==> src/rtl/codec_frame_pkg.sv <==
package codec_frame_pkg;
  localparam int FRAME_W = 16;
  localparam int CNT_W   = $clog2(FRAME_W);

  typedef struct packed {
    logic load;     // frame start: latch a fresh word
    logic shift;    // advance to next output bit
    logic finish;   // bit period 15 ended
    logic takeDin;  // sample din into control shifter
    logic dinBit;   // synchronized din value
    logic isSec;    // kind of current frame
  } portStrobe_t;
endpackage

==> src/rtl/codec_frame_ctrl.sv <==
module codec_frame_ctrl
  import codec_frame_pkg::*;
#(
  parameter int SYNC_STAGES = 2
) (
  input  logic             clk,
  input  logic             rstN,
  input  logic             sclk,
  input  logic             fs,
  input  logic             din,
  input  logic             frameSec,
  output portStrobe_t      strb,
  output logic             active,
  output logic [CNT_W-1:0] bitCnt
);
  localparam int IN_N = 4;

  logic [IN_N-1:0] syncChain [SYNC_STAGES];
  logic sclkS, fsS, dinS, secS;
  logic sclkPrev, fsAtRise, secQ;
  logic rise, fall, start, lastBit;

  always_ff @(posedge clk or negedge rstN) begin
    if (!rstN) syncChain[0] <= '0;
    else       syncChain[0] <= {sclk, fs, din, frameSec};
  end

  for (genvar s = 1; s < SYNC_STAGES; s++) begin : g_sync
    always_ff @(posedge clk or negedge rstN) begin
      if (!rstN) syncChain[s] <= '0;
      else       syncChain[s] <= syncChain[s-1];
    end
  end

  assign {sclkS, fsS, dinS, secS} = syncChain[SYNC_STAGES-1];

  assign rise    = sclkS & ~sclkPrev;
  assign fall    = ~sclkS & sclkPrev;
  assign start   = rise & ~fsS & fsAtRise;
  assign lastBit = (bitCnt == CNT_W'(FRAME_W - 1));

  always_ff @(posedge clk or negedge rstN) begin
    if (!rstN) begin
      sclkPrev <= 1'b0;
      fsAtRise <= 1'b0;
      active   <= 1'b0;
      bitCnt   <= '0;
      secQ     <= 1'b0;
      strb     <= '0;
    end else begin
      sclkPrev <= sclkS;
      if (rise) fsAtRise <= fsS;

      if (start) begin
        active <= 1'b1;
        bitCnt <= '0;
        secQ   <= secS;
      end else if (rise && active) begin
        if (lastBit) active <= 1'b0;
        else         bitCnt <= bitCnt + 1'b1;
      end

      strb.load    <= start;
      strb.shift   <= rise & active & ~start & ~lastBit;
      strb.finish  <= rise & active & ~start & lastBit;
      strb.takeDin <= fall & active;
      strb.dinBit  <= dinS;
      strb.isSec   <= start ? secS : secQ;
    end
  end
endmodule

==> src/rtl/codec_frame_dp.sv <==
module codec_frame_dp
  import codec_frame_pkg::*;
#(
  parameter int ADDR_W = 3,
  parameter int DATA_W = 8
) (
  input  logic               clk,
  input  logic               rstN,
  input  portStrobe_t        strb,
  input  logic [FRAME_W-1:0] sampleIn,
  input  logic               fmt15,
  input  logic               isMaster,
  output logic               dout,
  output logic               frameDone
);
  localparam int REG_N    = 1 << ADDR_W;
  localparam int PAD_W    = FRAME_W - ADDR_W - DATA_W;
  localparam int READ_POS = 12;
  localparam int ADDR_LSB = 9;

  logic [DATA_W-1:0]  regBank [REG_N];
  logic               pendRead;
  logic [ADDR_W-1:0]  pendAddr;
  logic [FRAME_W-1:0] outShift, sampleWord, readWord, loadWord;
  logic [READ_POS:0]  dinShift;
  logic               ctlRead;
  logic [ADDR_W-1:0]  ctlAddr;
  logic [DATA_W-1:0]  ctlData;

  assign ctlRead = dinShift[READ_POS];
  assign ctlAddr = dinShift[ADDR_LSB +: ADDR_W];
  assign ctlData = dinShift[DATA_W-1:0];

  assign sampleWord = fmt15 ? {sampleIn[FRAME_W-1:1], isMaster} : sampleIn;
  assign readWord   = {{PAD_W{1'b0}}, pendAddr, regBank[pendAddr]};
  assign loadWord   = strb.isSec ? (pendRead ? readWord : '0) : sampleWord;

  always_ff @(posedge clk or negedge rstN) begin
    if (!rstN) begin
      dout      <= 1'b0;
      outShift  <= '0;
      frameDone <= 1'b0;
    end else begin
      frameDone <= strb.finish;
      if (strb.load) begin
        dout     <= loadWord[FRAME_W-1];
        outShift <= {loadWord[FRAME_W-2:0], 1'b0};
      end else if (strb.shift) begin
        dout     <= outShift[FRAME_W-1];
        outShift <= {outShift[FRAME_W-2:0], 1'b0};
      end else if (strb.finish) begin
        dout <= 1'b0;
      end
    end
  end

  always_ff @(posedge clk or negedge rstN) begin
    if (!rstN) dinShift <= '0;
    else if (strb.takeDin) dinShift <= {dinShift[READ_POS-1:0], strb.dinBit};
  end

  always_ff @(posedge clk or negedge rstN) begin
    if (!rstN) begin
      pendRead <= 1'b0;
      pendAddr <= '0;
    end else if (strb.finish && strb.isSec) begin
      pendRead <= ctlRead;
      pendAddr <= ctlAddr;
    end
  end

  always_ff @(posedge clk or negedge rstN) begin
    if (!rstN) begin
      for (int i = 0; i < REG_N; i++) regBank[i] <= '0;
    end else if (strb.finish && strb.isSec && !ctlRead) begin
      regBank[ctlAddr] <= ctlData;
    end
  end
endmodule

==> src/rtl/codec_frame_port.sv <==
module codec_frame_port
  import codec_frame_pkg::*;
#(
  parameter int SYNC_STAGES = 2,
  parameter int ADDR_W      = 3,
  parameter int DATA_W      = 8
) (
  input  logic        clk,
  input  logic        rstN,
  input  logic        sclk,
  input  logic        fs,
  input  logic        frameSec,
  input  logic        din,
  input  logic [15:0] sampleIn,
  input  logic        fmt15,
  input  logic        isMaster,
  output logic        dout,
  output logic        frameDone
);
  portStrobe_t      strb;
  logic             active;
  logic [CNT_W-1:0] bitCnt;

  codec_frame_ctrl #(.SYNC_STAGES(SYNC_STAGES)) u_ctrl (
    .clk(clk), .rstN(rstN), .sclk(sclk), .fs(fs), .din(din),
    .frameSec(frameSec), .strb(strb), .active(active), .bitCnt(bitCnt)
  );

  codec_frame_dp #(.ADDR_W(ADDR_W), .DATA_W(DATA_W)) u_dp (
    .clk(clk), .rstN(rstN), .strb(strb), .sampleIn(sampleIn),
    .fmt15(fmt15), .isMaster(isMaster), .dout(dout), .frameDone(frameDone)
  );
endmodule

==> config.mk <==
export PLATFORM = sky130hd
export DESIGN_NAME = codec_frame_port
export DESIGN_NICKNAME = d
export VERILOG_FILES = /design/src/rtl/codec_frame_pkg.sv /design/src/rtl/codec_frame_ctrl.sv /design/src/rtl/codec_frame_dp.sv /design/src/rtl/codec_frame_port.sv
export SDC_FILE = /design/constraint.sdc
export NUM_CORES = 1
export LEC_CHECK = 0
export ABC_AREA = 1
export BUFFER_PORTS_ARGS = -buffer_cell sky130_fd_sc_hd__buf_2
export CAP_MARGIN = 10
export CORE_MARGIN = 2
export CORE_UTILIZATION = 55
export CTS_BUF_LIST = sky130_fd_sc_hd__clkbuf_4 sky130_fd_sc_hd__clkbuf_8 sky130_fd_sc_hd__clkbuf_16
export DETAILED_ROUTE_END_ITERATION = 8
export PLACE_DENSITY = 0.8
export SLEW_MARGIN = 20
export SYNTH_ARGS = -nofsm -noshare
export SYNTH_HDL_FRONTEND = slang
export SYNTH_HIERARCHICAL = 1
export SYNTH_SLANG_ARGS = --single-unit
==> constraint.sdc <==
create_clock -name clk -period 1.98 [get_ports clk]
set_clock_uncertainty 0.1 [all_clocks]
set_input_delay 0.099 -clock clk [delete_from_list [all_inputs] [get_ports clk]]
set_output_delay 0.099 -clock clk [all_outputs]
set_load 0.005 [all_outputs]
Word level (Yosys, flattened, before mapping)
Cells that the tools add are included.
Widths: inputs -> output; s select.
{"block": "word_totals", "reg_bits": 120, "memories": 0, "rom_bits": 0, "inputBits": 24, "word_cells": 79, "latch_bits": 0, "ram_bits": 0}
{"block": "classes", "n_reduce_logical": 11, "n_shift": 0, "addsub": 1, "div": 0, "n_mul": 0, "n_eq_ne": 2, "magnitude_cmp": 3, "n_bitwise": 16, "n_mux": 20}
{"operator": "$bwmux 64", "count": 1}
{"operator": "$mux 16", "count": 3}
{"operator": "$bmux 8 s3", "count": 1}
{"operator": "$demux 8 s3", "count": 1}
{"operator": "$mux 8", "count": 3}
{"operator": "$mux 4", "count": 3}
{"operator": "$mux 11", "count": 1}
{"operator": "$and 1x1->1", "count": 9}
{"operator": "$ge 4x4->1 const B", "count": 2}
{"operator": "$not 3->4", "count": 2}
{"operator": "$mux 1", "count": 7}
{"operator": "$reduce_bool 2->1", "count": 3}
{"operator": "$not 1->1", "count": 5}
{"operator": "$add 4x1->4 const B", "count": 1}
{"operator": "$eq 4x4->1 const B", "count": 1}
{"operator": "$logic_and 1x1->1", "count": 4}
{"operator": "$lt 4x1->1 const B", "count": 1}
{"operator": "$reduce_and 2->1", "count": 2}
{"operator": "$reduce_bool 3->1", "count": 1}
{"operator": "$ne 2x1->1 const B", "count": 1}
{"operator": "$logic_not 1->1", "count": 1}

Logic depth before layout (Yosys ltp)
Gate-level depths: netlist (run 1).
{"block": "depth", "depth_word": 7, "depth_mapped": 10, "mapped_depth_nobuf": 8}

Hierarchy
The synthesis (run 1) kept the hierarchy.
{"module": "codec_frame_dp", "area_each_um2": 4792.1, "cells_each": 596, "seq_area_each_um2": 2452.4, "instances": 1}
{"module": "codec_frame_ctrl", "area_each_um2": 773.2, "cells_each": 66, "seq_area_each_um2": 525.5, "instances": 1}

Worst setup path before layout (run 1)
OpenSTA, ideal clock, no wires.
{"block": "synth_timing", "path_kind": "register to register", "startpoint": "reg u_dp.dinShift[11]", "endpoint": "reg u_dp/regBank[62] in the netlist's numbering", "period_less_slack_ns": 1.351, "path_stages_with_launch": 6, "t_arrival_ns": 1.124, "path_buffers": 1, "path_slack_ns": 0.629, "cell_sequence": "dfrtp_1 > nor3_1 > nand2_2 > buf_6 > nand2_1 > o21ai_2"}
{"block": "synth_between", "elab_chain_len": 6, "elab_cells_between_ends": 7}
{"item": "start: declaration", "line_no": "codec_frame_dp.sv:25", "text": "logic [READ_POS:0] dinShift;"}
{"item": "start signal: assignment", "line_no": "codec_frame_dp.sv:59", "text": "else if (strb.takeDin) dinShift <= {dinShift[READ_POS-1:0], strb.dinBit};"}
{"item": "$not 3->4 (implied by the code) *", "line_no": "codec_frame_dp.sv:76", "text": "regBank[ctlAddr] <= ctlData;"}
{"item": "$ge 4x4->1 (implied by the code) or $lt 4x1->1 (tied branches)", "line_no": "codec_frame_dp.sv:76"}
{"item": "$logic_and 1x1->1 (implied by the code)", "line_no": "codec_frame_dp.sv:76"}
{"item": "$mux 8 (implied by the code)", "line_no": "codec_frame_dp.sv:76"}
{"item": "$demux 8 s3 *", "line_no": "codec_frame_dp.sv:76"}
{"item": "$bwmux 64 *", "line_no": "codec_frame_dp.sv:76"}
{"item": "end signal: indexed assignment", "line_no": "codec_frame_dp.sv:76"}
{"item": "end: declaration", "line_no": "codec_frame_dp.sv:21", "text": "logic [DATA_W-1:0] regBank [REG_N];"}
Every way passes the cells marked *; elsewhere a longest branch is shown, timed or not.
A chain may end at the register's enable or synchronous reset.

Worst setup path after layout (run 1)
{"block": "layout_timing", "startpoint": "reg, netlist name u_ctrl/strb[5]", "endpoint": "reg u_dp.outShift[1]"}
{"block": "layout_between", "elab_chain_len": 1, "elab_cells_between_ends": 2}
{"item": "$mux 16 or $reduce_bool 2->1 (tied branches)"}
{"item": "end signal: assignment", "line_no": "codec_frame_dp.sv:47", "text": "outShift <= {loadWord[FRAME_W-2:0], 1'b0};"}
{"item": "end signal: assignment", "line_no": "codec_frame_dp.sv:50", "text": "outShift <= {outShift[FRAME_W-2:0], 1'b0};"}
{"item": "end: declaration", "line_no": "codec_frame_dp.sv:24", "text": "logic [FRAME_W-1:0] outShift, sampleWord, readWord, loadWord;"}
Several ways; a longest one is shown, not always the timed one.

==> impl_metrics.json, run 1 <==
{
  "status": "complete, no violations",
  "tritoncts.num_buffers": 17,
  "wl_met2_mm": 6.206,
  "slew_headroom_pct": 53.78,
  "timing.hold.ws_ns": 0.005107,
  "ant_nets": 0,
  "p_sw_mw": 1.823,
  "cp-end-kind": "flop",
  "async_flop_share_pct": 100.0,
  "core_sq_um": 9819,
  "initial_utilization_pct": 56.68,
  "reg2reg_from": "u_ctrl/strb[5]$_DFF_PN0_",
  "cts_buffer_depth": 2,
  "crit_start": "u_ctrl/strb[5]$_DFF_PN0_",
  "synthAdderAreaFrac_pct": 0.2248,
  "leakagePower_nw": 3.148,
  "port_buffers": 25,
  "setup_viol": 0,
  "p_seq_share_pct": 43.0,
  "yosysMostFrequentCell": "nand2_1",
  "routed-wl-met3_microns": 848,
  "dp_hpwl_mm": 8.007,
  "netlist_top_cells_count": "nand2_1 (229), dfrtp_1 (119), inv_1 (81), nand3_1 (44), o21ai_1 (42)",
  "drive_above_1_share_pct": 16.85,
  "yosysWarningCount": 6,
  "grt_max_degree": 59,
  "final_net_count": 736,
  "antenna_found_initial": 0,
  "clock_power_share_pct": 43.9,
  "synth_area_leaders": "dfrtp_1 (54%), nand2_1 (15%), inv_1 (5.5%), nand3_1 (4.0%), o21ai_2 (3.9%)",
  "criticalPathCategory": "reg -> reg",
  "syn-instance-count": 662,
  "cp_data_arrival_time_ns": 2.20,
  "vdd_drop_max_mv": 0.5290,
  "wl_per_cell_microns": 14.86,
  "rsz0062_at_grt": "no",
  "rrSetupSlack_ns": 0.12,
  "synth.net_count": 687,
  "synthXorXnorAreaFrac_pct": 0.1574,
  "htreeDepth": 4,
  "synthMuxAreaShare_pct": 0.3822,
  "rows": 36,
  "fmax_mhz": 538.1,
  "maxSlewViolCount": 0,
  "syn2layout_area_growth_pct": 18.12,
  "clock_latency_ns": 0.52,
  "worst_pin_slew_ns": 0.6933,
  "period_needed_ns": 1.858,
  "clock-root-buffer": "clkbuf_8",
  "num_vias": 4605,
  "ys_seq_area_share_pct": 53.51,
  "grtUsageTotal_pct": 24.84,
  "grt.overflow.total": 0,
  "n_antenna_cell": 0,
  "cpPeakStageDelay_ns": 0.60,
  "vias_per_cell": 5.373,
  "tns_ns": 0,
  "ioPinCount": 26,
  "cp-start-kind": "flop",
  "post-route-drc-count": 0,
  "die_area_sq_um": 10940,
  "drt-initial-drc-count": 333,
  "hold_viol": 0,
  "r2r_end": "u_dp/outShift[1]$_DFFE_PN0P_",
  "avgSynthCellArea_sq_um": 8.407,
  "p_comb_share_pct": 13.1,
  "cts_tree": "done",
  "grt_pass1_vias": 4482,
  "critPathTopFamily": "flip-flops",
  "max_cap_viol_count": 0,
  "synth_top_area_share_pct": 53.51,
  "min_path_type": "in -> async",
  "p_int_mw": 4.921,
  "swShare_pct": 27.03,
  "power-per-cell-area_nw_per_um2": 1026,
  "syn_area_sq_um": 5565,
  "wirelength_mm": 12.73,
  "synth-simple-area-share_pct": 24.78,
  "fin_crit_sh_pct": 93.85,
  "dr.pass1.iters": 5,
  "cp_num_buf_inv": 1,
  "crit_required_ns": 2.32,
  "worstPathMaxFanout": 12,
  "ys_ff_latch": 119,
  "wl_met1_mm": 5.351,
  "synth_cell_types": 32,
  "cp_slowest_cell": "dfrtp_1",
  "reg2reg_depth": 5,
  "synth-edff-count": 0,
  "synth_top_cell_by_area": "dfrtp_1",
  "clock_sinks": 119,
  "synthFlopType": "dfrtp_1",
  "dieHeight_microns": 104.6,
  "top_layer_used": "met4",
  "grt_pass1_wl_mm": 21.22,
  "path_cells": "nand2_1, nor2_1, o21ai_0, dlygate4sd3_1, nand4_1",
  "synth-compound-area-share_pct": 11.51,
  "routabilityCongestion": 0.8740,
  "die_w_microns": 104.6,
  "synth_top_family_by_area": "simple AND/OR/NAND/NOR gates",
  "clk_pin_slew_worst_paths_ns": 0.06
}
==> cell type report <==
class                      instances  area (sq um)
multi-input combinational        427          2062
tap                              133         166.4
timing repair buffer              57         447.9
inverter                          89         337.8
fill                             769          3246
clock buffer                      24         485.5
sequential                       119          2978
clock inverter                     8         96.34
==> cells in the final DEF (no fill, tap or decap), types with 16 or more instances in the layout <==
master and n:
buf_2 24, o21ai_2 25, dlygate4sd3_1 22, o21ai_1 42, o21ai_0 17, inv_1 81
nand3_1 44, nand2_1 229, dfrtp_1 119, clkbuf_16 16
==> flip-flops by register name, indices dropped and copies added, names as in the netlist <==
name,count
u_ctrl/strb,6
u_ctrl/sclkPrev,1
u_dp/pendRead,1
u_ctrl/secS,1
u_ctrl/syncChain,4
u_dp/dout,1
u_ctrl/bitCnt,4
u_ctrl/active,1
u_ctrl/sclkS,1
u_ctrl/fsAtRise,1
u_ctrl/dinS,1
u_ctrl/fsS,1
u_dp/frameDone,1
u_dp/outShift,15
u_dp/dinShift,13
u_dp/pendAddr,3
u_dp/regBank,64
==> through the flow <==
| stage | power, mW | instance area [sq um] | worst slack (ns) | utilization [%] | std cells |
|---|---|---|---|---|---|
| after floorplan | 3.455 | 5565 | 0.6286 | - | 662 |
| after global placement | 3.692 | 5761 | 0.4112 | 58.66 | 802 |
| after detailed placement | 3.743 | 5761 | 0.3680 | 58.66 | 802 |
| after CTS | 6.752 | 6563 | 0.06224 | 66.83 | 856 |
| after global routing | 7.034 | 6574 | 0.07808 | 66.95 | 857 |
| final | 6.744 | 6574 | 0.1217 | 66.95 | 857 |
==> worst max path at each step <==
stage / end / slack (ns) / cells past startpoint
6_report: u_dp/outShift[1]$_DFFE_PN0P_ / 0.12 / 5
5_1_grt: u_dp/outShift[1]$_DFFE_PN0P_ / 0.08 / 5
4_1_cts: u_dp/outShift[1]$_DFFE_PN0P_ / 0.06 / 6
3_5_place_dp: u_dp/outShift[9]$_DFFE_PN0P_ / 0.37 / 4
3_3_place_gp: u_dp/outShift[9]$_DFFE_PN0P_ / 0.41 / 4
2_1_floorplan: u_dp/regBank[62]$_DFFE_PN0P_ / 0.63 / 5
==> logic make-up after synthesis <==
family | after synthesis
DFF | 119
AOI/OAI and AO/OA | 104
xor gates and xnor gates | 1
buffers and inverters | 116
and+or+nand+nor | 319
muxes | 2
adders and majority gates | 1
==> per-layer routing <==
layer  up-vias  GRT usage, %
li1       2185             -
met1      2210         31.27
met2       178         39.68
met3        32         7.361
met4         0         11.52
met5         -             0
==> power by group through the flow <==
stage | combinational [mW] | sequential (mW) | clock, mW
global route | 0.973 | 2.93 | 3.13
CTS | 0.855 | 2.89 | 3.00
floorplan | 0.579 | 2.88 | 0
detailed placement | 0.810 | 2.93 | 0
finish | 0.881 | 2.90 | 2.96
global placement | 0.773 | 2.92 | 0
==> what timing repair did <==
item                                    CTS  global route
endpoints found under the hold margin   139             0
resized for setup                         0             1
endpoints found under the setup margin    0             1
setup buffers                             0             1
hold buffers                             22             0
Note: power is estimated with default switching activity, not from simulation.
==> run 2: changes to the inputs <==
Settings changed: CELL_PAD_IN_SITES_DETAIL_PLACEMENT set to 0, CELL_PAD_IN_SITES_GLOBAL_PLACEMENT set to 1, CORE_UTILIZATION 55 to 50, PLACE_DENSITY 0.8 to 0.91.
==> run 2 against run 1 <==
Net effect: sequential share of layout area is 0.10 points higher; sequential power barely moved; fmax is 9.6% higher; critical path depth up 1; largest power group is now registers.
==> impl_metrics.json, run 2 (synthesized netlist as in run 1, its figures left out) <==
{
  "wl_per_cell_microns": 13.87,
  "cp-start-kind": "flop",
  "ant_nets": 0,
  "wl_met2_mm": 5.589,
  "clock_latency_ns": 0.51,
  "initial_utilization_pct": 51.34,
  "max_cap_viol_count": 0,
  "wirelength_mm": 12.01,
  "r2r_end": "u_dp/outShift[1]$_DFFE_PN0P_",
  "cp_slowest_cell": "dlygate4sd3_1",
  "n_antenna_cell": 0,
  "dp_hpwl_mm": 7.865,
  "largest-register": "u_dp/regBank",
  "setup_slack_ns": 0.2842,
  "hold_viol": 0,
  "grt_pass1_vias": 3939,
  "vdd_drop_max_mv": 0.6776,
  "reg.largest.list": "u_dp/regBank x64, u_dp/outShift x15, u_dp/dinShift x13",
  "grt_max_degree": 70,
  "cts_buffer_depth": 2,
  "htreeDepth": 4,
  "port_buffers": 25,
  "routabilityCongestion": 0.7968,
  "crit_required_ns": 2.27,
  "reg2reg_depth": 6,
  "num_vias": 4400,
  "clock_sinks": 119,
  "cp_data_arrival_time_ns": 1.98,
  "power-per-cell-area_nw_per_um2": 999.4,
  "leakagePower_nw": 3.129,
  "drt-initial-drc-count": 464,
  "vias_per_cell": 5.081,
  "clk_pin_slew_worst_paths_ns": 0.06,
  "grt.overflow.total": 0,
  "place_ws_ns": 0.4969,
  "dieHeight_microns": 109.5,
  "syn2layout_area_growth_pct": 17.85,
  "grt_pass1_wl_mm": 19.54,
  "min_path_type": "in -> async",
  "rows": 38,
  "tns_ns": 0,
  "ioPinCount": 26,
  "post-route-drc-count": 0,
  "reg2reg_from": "u_ctrl/strb[0]$_DFFE_PN0P_",
  "worst_pin_slew_ns": 0.6385,
  "largest_reg_flops": 64,
  "rsz0062_at_grt": "no",
  "final_common_cell": "nand2_1",
  "cts_tree": "done",
  "die_area_sq_um": 11990,
  "cp-end-kind": "flop",
  "setup_viol": 0,
  "rrSetupSlack_ns": 0.28,
  "top_layer_used": "met4",
  "layout_common_cells": "nand2_1 (229), dfrtp_1 (119), inv_1 (81), nand3_1 (44), o21ai_1 (42)",
  "drive_above_1_share_pct": 16.94,
  "clock-root-buffer": "clkbuf_8",
  "worstPathMaxFanout": 4,
  "cpPeakStageDelay_ns": 0.58,
  "die_w_microns": 109.5,
  "criticalPathCategory": "reg -> reg",
  "wl_met1_mm": 5.635,
  "routed-wl-met3_microns": 534,
  "core_sq_um": 10840,
  "slew_headroom_pct": 57.43,
  "antenna_found_initial": 0,
  "tritoncts.num_buffers": 17,
  "fmax_mhz": 589.7,
  "path_cells": "clkinvlp_4, nand2_1, nor2_1, o21ai_0, dlygate4sd3_1, nand4_1",
  "grtUsageTotal_pct": 21.59,
  "dr.pass1.iters": 5,
  "maxSlewViolCount": 0,
  "status": "complete, no violations",
  "period_needed_ns": 1.696,
  "fin_crit_sh_pct": 85.64,
  "final_net_count": 738
}
[run 2: repair_timing]
| action | 4_1_cts | 5_1_grt |
|---|---|---|
| hold buffers | 23 | 0 |
| hold endpoints to repair | 139 | 0 |
| endpoints found under the setup margin | 0 | 1 |
| buffers inserted | 0 | 1 |
| resized for setup | 0 | 1 |
[run 2: worst max-delay path by stage]
stage / slack, ns / end / start / cells past startpoint
finish: 0.28 / u_dp/outShift[1]$_DFFE_PN0P_ / u_ctrl/strb[0]$_DFFE_PN0P_ / 6
global route: 0.19 / u_dp/outShift[1]$_DFFE_PN0P_ / u_ctrl/strb[0]$_DFFE_PN0P_ / 6
floorplan: 0.63 / u_dp/regBank[62]$_DFFE_PN0P_ / u_dp/dinShift[11]$_DFFE_PN0P_ / 5
global placement: 0.53 / u_dp/regBank[60]$_DFFE_PN0P_ / u_dp/dinShift[12]$_DFFE_PN0P_ / 4
detailed placement: 0.50 / u_dp/outShift[6]$_DFFE_PN0P_ / u_ctrl/strb[0]$_DFFE_PN0P_ / 6
CTS: 0.05 / u_dp/outShift[1]$_DFFE_PN0P_ / u_ctrl/strb[0]$_DFFE_PN0P_ / 6
[run 2: critical path: cells and delay by family (launching register included)]
family                 cells  cell delay, ns
DFF                        1            0.48
buffers and inverters      2            0.72
and+or+nand+nor            3            0.22
AOI/OAI and AO/OA          1            0.06
[run 2: area by class of cell]
cell class | instances | area, sq um
multi-input combinational | 427 | 2062
clock inverter | 12 | 103.9
fill | 942 | 4282
sequential | 119 | 2978
tap | 140 | 175.2
timing repair buffer | 59 | 452.9
inverter | 89 | 337.8
clock buffer | 20 | 449.2
[run 2: stage by stage]
step,hold WS (ns),instances,utilization (%),area (sq um),power (mW)
floorplan,-0.2966,662,-,5565,3.455
global placement,-0.1437,810,53.17,5764,3.707
detailed placement,-0.1385,810,53.17,5764,3.741
CTS,0.07857,865,60.40,6548,6.596
global route,0.09906,866,60.50,6559,6.867
finish,0.06050,866,60.50,6559,6.555
[run 2: power by group]
part           total [mW]  internal [mW]  leakage [nW]  switching (mW)
clock                2.81           1.73         0.270            1.07
sequential           2.89           2.70          1.57           0.195
combinational       0.857          0.287          1.29           0.570
[run 2: layer usage]
layer	vias to the layer above	GRT usage, %
met2	103	32.50
met1	2081	30.38
met4	0	7.866
li1	2197	-
met3	19	5.394
met5	-	0
==> run 3: changes to the inputs <==
Settings changed: CORE_UTILIZATION 50 to 40, PLACE_DENSITY 0.91 to 0.77.
==> run 3 against run 2 <==
Net effect: fmax up 10%; flip-flop and latch count unchanged; largest power group is now the clock network; non-clock buffer count down 5; largest cell class unchanged; clock power up 15%; cell area up 1.6%; first-iteration DRC count down 25%.
==> impl_metrics.json, run 3 (synthesized netlist as in run 1, its figures left out) <==
{
  "status": "complete, no violations",
  "grt.overflow.total": 0,
  "timing.hold.ws_ns": 0.01211,
  "post-route-drc-count": 0,
  "clock_sinks": 119,
  "dpl_cell_area_sq_um": 5824,
  "cts_buffer_depth": 2,
  "power_mw": 6.959,
  "multi_input_area_sq_um": 2062,
  "place_ws_ns": 0.4510,
  "clk_pin_slew_worst_paths_ns": 0.05,
  "hp-start": "sampleIn[0]",
  "dp_cells": 848,
  "initial_utilization_pct": 40.57,
  "largest_reg_flops": 64,
  "die_w_microns": 122.0,
  "rrSetupSlack_ns": 0.44,
  "vdd_drop_max_mv": 0.5789,
  "n_antenna_cell": 0,
  "port_buffers": 25,
  "seq_area_sq_um": 2978,
  "cp-start-kind": "flop",
  "ant_nets": 0,
  "grt_pass1_vias": 4244,
  "wl_per_cell_microns": 13.85,
  "tns_ns": 0,
  "setup_viol": 0,
  "r2r_end": "u_dp/outShift[4]$_DFFE_PN0P_",
  "hold_depth": 5,
  "reg2reg_from": "u_ctrl/strb[0]$_DFFE_PN0P_",
  "antenna_found_initial": 0,
  "final_net_count": 733,
  "worst_pin_slew_ns": 0.6768,
  "num_vias": 4404,
  "fill_cells": 1306,
  "wirelength_mm": 12.48,
  "grtUsageTotal_pct": 17.97,
  "core_sq_um": 13720,
  "rsz0062_at_grt": "no",
  "fmax_mhz": 648.8,
  "final_common_cell": "nand2_1",
  "leakagePower_nw": 3.161,
  "crit_required_ns": 2.23,
  "whs_endpoint": "u_dp/outShift[1]$_DFFE_PN0P_",
  "tritoncts.num_buffers": 17,
  "cts_resized": 0,
  "syn2layout_area_growth_pct": 19.76,
  "criticalPathCategory": "reg -> reg",
  "fin_crit_sh_pct": 77.84,
  "largest-register": "u_dp/regBank",
  "rows": 43,
  "min_path_type": "in -> reg",
  "max_cap_viol_count": 0,
  "grt_max_degree": 50,
  "drive_above_1_share_pct": 16.50,
  "reg2reg_depth": 6,
  "layout_common_cells": "nand2_1 (229), dfrtp_1 (119), inv_1 (81), nand3_1 (44), o21ai_1 (42)",
  "maxSlewViolCount": 0,
  "clock_latency_ns": 0.41,
  "period_needed_ns": 1.541,
  "ioPinCount": 26,
  "drt-initial-drc-count": 350,
  "routabilityCongestion": 0.7830,
  "fin_util_pct": 48.58,
  "cp_data_arrival_time_ns": 1.79,
  "design_area_sq_um": 6665,
  "fin_cells": 901,
  "worstPathMaxFanout": 7,
  "htreeDepth": 4,
  "hold_viol": 0,
  "cp-end-kind": "flop",
  "grt_pass1_wl_mm": 20.64,
  "dp_hpwl_mm": 8.242,
  "setup_slack_ns": 0.4387,
  "die_area_sq_um": 14870,
  "power-per-cell-area_nw_per_um2": 1044,
  "vias_per_cell": 4.888,
  "dr.pass1.iters": 5,
  "reg.largest.list": "u_dp/regBank x64, u_dp/outShift x15, u_dp/dinShift x13",
  "slew_headroom_pct": 54.88,
  "dieHeight_microns": 122.0,
  "cts_tree": "done",
  "clock-root-buffer": "clkbuf_16"
}
## run 3: final cells by class
cell class	count	area share, %
clock buffer	22	7.321
tap	180	3.379
sequential	119	44.68
inverter	89	5.012
timing repair buffer	54	6.533
multi-input combinational	427	30.94
clock inverter	10	2.140
## run 3: critical path: stages, from the launching register on
cell,delay (ns)
dfrtp_1,0.44
nand2_1,0.17
nor2_1,0.45
nand2_1,0.11
nand3_1,0.10
nand2_1,0.05
nand2_1,0.05
## run 3: routing by layer
| layer | GRT usage, % | vias up | wire [microns] |
|---|---|---|---|
| li1 | - | 2182 | - |
| met1 | 24.05 | 2135 | 6017 |
| met2 | 28.56 | 76 | 5948 |
| met3 | 4.401 | 11 | 389 |
| met4 | 6.322 | 0 | 127 |
| met5 | 0 | - | 0 |
## run 3: how the worst max path moves through the flow
stage	from	to	slack (ns)	cells past startpoint
6_report	u_ctrl/strb[0]$_DFFE_PN0P_	u_dp/outShift[4]$_DFFE_PN0P_	0.44	6
5_1_grt	u_ctrl/strb[0]$_DFFE_PN0P_	u_dp/outShift[8]$_DFFE_PN0P_	0.28	6
4_1_cts	u_ctrl/strb[0]$_DFFE_PN0P_	u_dp/outShift[8]$_DFFE_PN0P_	0.42	6
3_5_place_dp	u_dp/dinShift[12]$_DFFE_PN0P_	u_dp/regBank[58]$_DFFE_PN0P_	0.45	4
3_3_place_gp	u_ctrl/strb[0]$_DFFE_PN0P_	u_dp/outShift[8]$_DFFE_PN0P_	0.45	6
2_1_floorplan	u_dp/dinShift[11]$_DFFE_PN0P_	u_dp/regBank[62]$_DFFE_PN0P_	0.63	5
## run 3: repair_timing
item / 4_1_cts / 5_1_grt
hold endpoints to repair: 138 / 0
buffers inserted: 0 / 0
hold buffers: 21 / 0
## run 3: power by group
| group | internal (mW) | switching [mW] | total [mW] |
|---|---|---|---|
| sequential | 2.70 | 0.200 | 2.90 |
| clock | 2.13 | 1.08 | 3.22 |
| combinational | 0.280 | 0.568 | 0.848 |
| total | 5.11 | 1.85 | 6.96 |
